### config.mk
export PLATFORM = sky130hd
export DESIGN_NAME = line_store
export DESIGN_NICKNAME = d
export VERILOG_FILES = /design/src/rtl/line_store.sv
export SDC_FILE = /design/constraint.sdc
export NUM_CORES = 1
export LEC_CHECK = 0
export ABC_AREA = 1
export BUFFER_PORTS_ARGS = -buffer_cell sky130_fd_sc_hd__buf_2
export CAP_MARGIN = 30
export CORE_UTILIZATION = 50
export CTS_CLUSTER_DIAMETER = 30
export CTS_CLUSTER_SIZE = 10
export DETAILED_ROUTE_END_ITERATION = 7
export GPL_TIMING_DRIVEN = 0
export PLACE_DENSITY = 0.62
export SETUP_SLACK_MARGIN = 0.4
export SLEW_MARGIN = 5
export SYNTH_ARGS = -nofsm -noshare
export SYNTH_HDL_FRONTEND = slang
export SYNTH_SLANG_ARGS = --single-unit
### constraint.sdc
create_clock -name clk -period 6.56 [get_ports clk]
set_input_delay 0 -clock clk [delete_from_list [all_inputs] [get_ports clk]]
set_output_delay 0 -clock clk [all_outputs]
set_load 0.05 [all_outputs]
### src/rtl/line_store.sv
module line_store #(
  parameter int ADDR_W = 16,
  parameter int WORD_W = 16,
  parameter int LINES  = 16,
  parameter int WORDS  = 4,
  parameter int ST_W   = 4,
  localparam int IDX_W  = $clog2(LINES),
  localparam int OFF_W  = $clog2(WORDS),
  localparam int TAG_W  = ADDR_W - IDX_W - OFF_W,
  localparam int DATA_W = WORDS * WORD_W,
  localparam int ROW_W  = TAG_W + DATA_W
) (
  input  logic              clk,
  input  logic              rst,
  input  logic [ADDR_W-1:0] addr,
  input  logic [WORD_W-1:0] wr_data,
  input  logic [WORD_W-1:0] bus_data,
  input  logic [ST_W-1:0]   ctl_state,
  input  logic [OFF_W-1:0]  word_cnt,
  output logic              miss,
  output logic              ram_rd,
  output logic [WORD_W-1:0] rd_word
);
  localparam logic [ST_W-1:0] ST_REFILL = ST_W'(2);
  localparam logic [ST_W-1:0] ST_FILLWR = ST_W'(3);
  localparam logic [ST_W-1:0] ST_MERGE  = ST_W'(4);
  localparam logic [ST_W-1:0] ST_WRITE  = ST_W'(5);
  localparam logic [ST_W-1:0] ST_DONE   = ST_W'(8);

  logic [LINES-1:0]              valid_q;
  logic [ROW_W-1:0]              rows_q [LINES];
  logic [WORDS-1:0][WORD_W-1:0]  blk_q;
  logic [ROW_W-1:0]              row_rd, row_wr;

  wire [IDX_W-1:0] idx = addr[OFF_W +: IDX_W];
  wire [OFF_W-1:0] off = addr[OFF_W-1:0];
  wire [TAG_W-1:0] tag = addr[ADDR_W-1 -: TAG_W];

  assign row_rd  = rows_q[idx];
  assign row_wr  = {tag, blk_q};
  assign miss    = !valid_q[idx] || (row_rd[ROW_W-1 -: TAG_W] != tag);
  assign ram_rd  = !(ctl_state == ST_FILLWR || (ctl_state == ST_WRITE && !miss));
  assign rd_word = blk_q[off];

  always_ff @(posedge clk)
    if (!ram_rd) rows_q[idx] <= row_wr;

  always_ff @(posedge clk)
    if (rst) valid_q <= '0;
    else if (ctl_state == ST_DONE) valid_q[idx] <= 1'b1;

  always_ff @(posedge clk)
    for (int w = 0; w < WORDS; w++)
      if (rst)
        blk_q[w] <= '0;
      else if (ctl_state == ST_MERGE && off == OFF_W'(w))
        blk_q[w] <= wr_data;
      else if (ctl_state == ST_REFILL && word_cnt == OFF_W'(w))
        blk_q[w] <= bus_data;
      else
        blk_q[w] <= row_rd[w*WORD_W +: WORD_W];

  a_r4_valid_set: assert property (@(posedge clk) disable iff (rst)
    ctl_state == ST_DONE |=> valid_q[$past(idx)]);
  a_r4_valid_hold: assert property (@(posedge clk) disable iff (rst)
    ctl_state != ST_DONE |=> $stable(valid_q));
  a_r3_row_write: assert property (@(posedge clk) disable iff (rst)
    !ram_rd |=> rows_q[$past(idx)] === $past(row_wr));
  a_r5_write_states: assert property (@(posedge clk) disable iff (rst)
    !ram_rd |-> (ctl_state == ST_FILLWR || ctl_state == ST_WRITE));
  a_r7_merge: assert property (@(posedge clk) disable iff (rst)
    ctl_state == ST_MERGE |=> blk_q[$past(off)] == $past(wr_data));
  a_r8_refill: assert property (@(posedge clk) disable iff (rst)
    ctl_state == ST_REFILL |=> blk_q[$past(word_cnt)] == $past(bus_data));
  a_r6_reload: assert property (@(posedge clk) disable iff (rst)
    (ctl_state != ST_REFILL && ctl_state != ST_MERGE) |=> blk_q === $past(row_rd[DATA_W-1:0]));
endmodule

Word level (Yosys, flattened, before mapping)
Memory sizes are Yosys's and may differ from the RTL's.
Index checks and enable logic that the tools add are counted.

word-level totals
  register bits after elaboration = 80
  bits in writable memories = 1184
  input bits = 56
  memories kept = 1

operators by class
  magnitude comparators = 3
  equality and inequality tests = 12
  mux-type cells = 16
  bitwise logic cells = 1
  reduce and logical (&&, ||, !) cells = 17

memory list
  name    words  bits a word  read ports  clocked after memory_dff  write ports  line  RTL
  rows_q  16     74           1           0                         1            31    logic [ROW_W-1:0] rows_q [LINES];

operator list
  cell                                                                                 count
  16-bit 2-to-1 mux                                                                    9
  16-bit binary-select mux with 2-bit select                                           1
  16-bit bitwise OR                                                                    1
  1-bit logical AND                                                                    10
  10-bit != test                                                                       1
  2-bit == test, second input constant                                                 4
  4-bit by 2-bit == test with 1-bit output, second input constant                      2
  4-bit by 3-bit == test with 1-bit output, second input constant                      2
  4-bit by 5-bit < comparator with 1-bit output, second input constant                 1
  1-bit binary-select mux with 4-bit select                                            1
  1-bit demux with 4-bit select                                                        1
  2-bit by 1-bit == test with 1-bit output, second input constant                      2
  4-bit == test, second input constant                                                 1
  4-bit by 1-bit greater-or-equal comparator with 1-bit output, second input constant  1
  2-bit zero test                                                                      2
  1-bit 2-to-1 mux                                                                     4
  1-bit zero test                                                                      3
  2-bit by 3-bit < comparator with 1-bit output, second input constant                 1
  1-bit logical OR                                                                     2

Depth between registers and ports, before layout
  depth in word-level cells = 9
  mapped depth = 17

Worst setup path before layout
Ideal clock, no wire load.

  kind = input -> register
  start point = input addr[2]
  end point = memory rows_q[10][0] (netlist name) (enable)
  setup time = 0.531 ns
  arrival time = 5.114 ns
  required time = 6.029 ns
  setup slack = 0.915 ns
  cell stages on the path = 14
  cells stage by stage = buf_2 > nor2_1 > buf_4 > a22oi_1 > nand2_1 > nand2_1 > nand2_1 > nor2_1 > nand2_1 > nand2_1 > nor2_1 > nand3_2 > buf_2 > a21oi_1

on the way
  word-level cells in the longest chain between the ends = 9
  elaborated cells on any way between the ends = 11

RTL lines
  item                                                                        line  RTL
  start, declared                                                             15    input logic [ADDR_W-1:0] addr,
  parallel branches: the longest is 9 deep, another holds memory 16 x 74 bit  -
  end, declared                                                               31

Several ways; the timed one is not identified. The select of a mux whose other input is x is not followed.

Worst setup path after layout
  start point = input addr[2]
  end point = memory rows_q[10][58] (netlist name) (enable)

The elaborated chain is that of the path after synthesis.

==> flow_metrics.tcl <==
set metrics [dict create \
    status "finished, final reports clean" \
    finalSetupViolCount 0 \
    place_hpwl_mm 102 \
    cp.arrival_ps 4790 \
    layout-area-overhead-vs-synth_pct 25.6 \
    insertion_delay_ps 820 \
    drive_gt1_share_pct 14.1 \
    synth_cell_types 31 \
    met3_usage_pct 9.15 \
    fmax_ghz 0.232 \
    grt_use_total_pct 31.6 \
    dr_total_vias 33000 \
    cts.reportedPaths.clkPinSlew_ps 50 \
    grt_pass1_wl_mm 218 \
    seqPwrFrac_pct 42.1 \
    cpMostUsedCell "nand2_1" \
    p_int_w 0.0167 \
    rr_startpoint "rows_q[0][69]$_DFFE_PP_" \
    wirelength_mm 155 \
    cp_top_family "buffers and inverters" \
    die_area_mm2 0.0972 \
    top_usage_layer "met2" \
    p_leak_nw 21.2 \
    slew_violations 0 \
    drt_iter0_drc 4516 \
    cp_max_fo 19 \
    netlist_instances 3462 \
    maxSlewHeadroom_pct 24.1 \
    crit_type "primary input to register" \
    min_from "ctl_state[1]" \
    row_count 113 \
    rrSetupSlack_ps 2630 \
    io_pins 74 \
    cts_tree "done" \
    cts-htree-levels 4 \
    hold_ws_ps 52.8 \
    clockPowerShare_pct 53.5 \
    path_buf_inv 9 \
    async_flop_share_pct 0 \
    cp-end-kind "register" \
    hold_path.class "primary input to register" \
    worstHoldPathCells 4 \
    reg2regPathDepth 18 \
    yosysTopAreaCellShare_pct 74.1 \
    grt_pass1_vias 31100 \
    synth.cell_area_mm2 0.0480 \
    max_stage_delay_ps 560 \
    overflow 0 \
    yosysWarnings 0 \
    fin_crit_sh_pct 65.8 \
    gp_congestion 0.969 \
    crit_slowest_cell "nor2_1" \
    grtUsageMet2_pct 46.8 \
    timing.rr.end "rows_q[10][58]$_DFFE_PP_" \
    synth.area.top_cells "edfxtp_1, nand2_1, a22oi_1" \
    skew_ps 64.2 \
    syn-num-nets 3518 \
    ctsResizeCount 0 \
    synthFlopType "edfxtp_1" \
    clockBufferDepth 3 \
    drtPass1Iterations 7 \
    dieHeight_um 312 \
    power.density_mw_per_mm2 360 \
    finalNetCount 3968 \
    synth_edf_count 1184 \
    core_area_mm2 0.0950 \
    root_buffer "clkbuf_16" \
    numCtsBuffers 227 \
    wl_per_cell_um 28.8 \
    postRouteAntennaNets 0 \
    viasPerCell 6.14 \
    ys_seq_elements 1264 \
    met1_usage_pct 43.6 \
    grt_start_max_net_pins 22 \
    start_util_pct 50.5 \
    p_sw_w 0.00494 \
    min_to "rows_q[1][72]$_DFFE_PP_" \
    drc 0 \
    yosysMostFrequentCell "edfxtp_1" \
    combPwrFrac_pct 4.4 \
    rsz0062_at_grt "no" \
    cts_sinks 1264 \
    synth-seq-area-share_pct 77.5 \
    synth_area_leader_cell "edfxtp_1" \
    cts_setup_buffers 0 \
    die_x_um 312 \
    required_ps 7030 \
    io_buffers 72 \
    drv_cap 0 \
    postCtsHoldBufs 69 \
    hold_viol_final 0 \
    swShare_pct 22.8 \
    post-route-util_pct 63.4 \
    max_slew.worst_pin.slew_ps 1140 \
    ir_drop_mv 0.257 \
    min_period_ps 4310 \
    cp-start-kind "primary input" \
    yosys-top-cells-count "edfxtp_1, nand2_1, a22oi_1" \
    cp_cell_sequence "dlygate4sd3_1, buf_2, buf_2, nor2_1, buf_4, a22oi_1, nand2_1, nand2_1, nand2_1, nor2_1, nand2_1, nand2_1, nor2_1, nand3_2, buf_2, a21oi_4, buf_16, buf_16, buf_16, buf_12" \
    postSynthAreaPerCell_um2 13.9 \
    antenna_found_initial 7 \
]
per-layer routing:
| metal | part of all wire, % | vias up |
|---|---|---|
| met4 | 4.1 | 4 |
| met2 | 44 | 2193 |
| met3 | 13 | 388 |
| li1 | - | 14000 |
| met5 | 0.021 | - |
| met1 | 39 | 16400 |
state kept, by name, indices dropped and copies added (netlist names):
name     flops
rows_q    1184
blk_q       64
valid_q     16
worst max path at each step:
stage | start | end | slack [ps] | cells past startpoint
6_report | addr[2] | rows_q[10][58]$_DFFE_PP_ | 2250 | 20
5_1_grt | addr[2] | rows_q[10][58]$_DFFE_PP_ | 2110 | 20
4_1_cts | addr[2] | rows_q[10][61]$_DFFE_PP_ | 2320 | 20
3_5_place_dp | addr[5] | rows_q[10][1]$_DFFE_PP_ | 1690 | 18
3_3_place_gp | addr[5] | rows_q[13][6]$_DFFE_PP_ | -5280 | 13
2_1_floorplan | addr[2] | rows_q[10][0]$_DFFE_PP_ | 910 | 14
cell usage in the layout, fill, tap and decap left out, types with 9 or more instances in the layout:
cell type and instances:
o21ai_0 105, clkinv_1 36, dfxtp_1 80, clkbuf_16 228
a21oi_4 16, edfxtp_1 1184, buf_2 118, clkinvlp_4 26
a21oi_1 193, o32ai_1 9, nor2_1 56, inv_1 44
clkinv_2 36, clkbuf_1 170, nand2_1 972, buf_16 30
buf_12 39, a22oi_1 426, nand4_1 91, a211oi_1 16
dlygate4sd3_1 69, bufinv_16 29, buf_1 18, clkinv_4 14
tightest hold or removal path, delay by kind of cell:
kind	cells	cell delay (ps)
AND/OR/NAND/NOR	2	360
AO/OA/AOI/OAI	1	210
buffers and inverters	1	110
logic make-up (layout without fill, tap and decap cells):
logic type / Yosys count / after routing / share of synthesized area (%)
AOI/OAI and AO/OA: 799 / 799 / 10.9
DFF: 1264 / 1264 / 77.5
other: 0 / 3 / 0
and+or+nand+nor: 1143 / 1143 / 9.52
buffers and inverters: 256 / 895 / 2.13
power groups by stage:
stage / registers, W / clock network, W / logic (W)
2_1_floorplan: 0.00918 / 0 / 0.000472
3_3_place_gp: 0.00927 / 0 / 0.000855
3_5_place_dp: 0.00928 / 0 / 0.000877
4_1_cts: 0.00913 / 0.0116 / 0.000918
5_1_grt: 0.00913 / 0.0120 / 0.000996
6_report: 0.00913 / 0.0116 / 0.000953
through the flow:
step                instances   TNS, ps  power (W)  instance area [µm²]  worst slack, ps
floorplan                3462         0    0.00965                48000              915
global placement         4799  -5766810     0.0101                49900            -5280
detailed placement       4875         0     0.0102                51800             1690
CTS                      5362         0     0.0217                60200             2320
global route             5367         0     0.0221                60200             2110
finish                   5369         0     0.0217                60200             2250
cell type report:
class | instances | area [µm²]
Inverter | 54 | 203
Clock inverter | 155 | 1840
Tap cell | 1265 | 1580
Antenna cell | 3 | 7.51
Buffer | 202 | 818
Multi-Input combinational cell | 1942 | 9970
Clock buffer | 263 | 5870
Fill cell | 6977 | 34800
Sequential cell | 1264 | 37200
Timing Repair Buffer | 221 | 2790
Note: power is estimated with default switching activity, not from simulation.
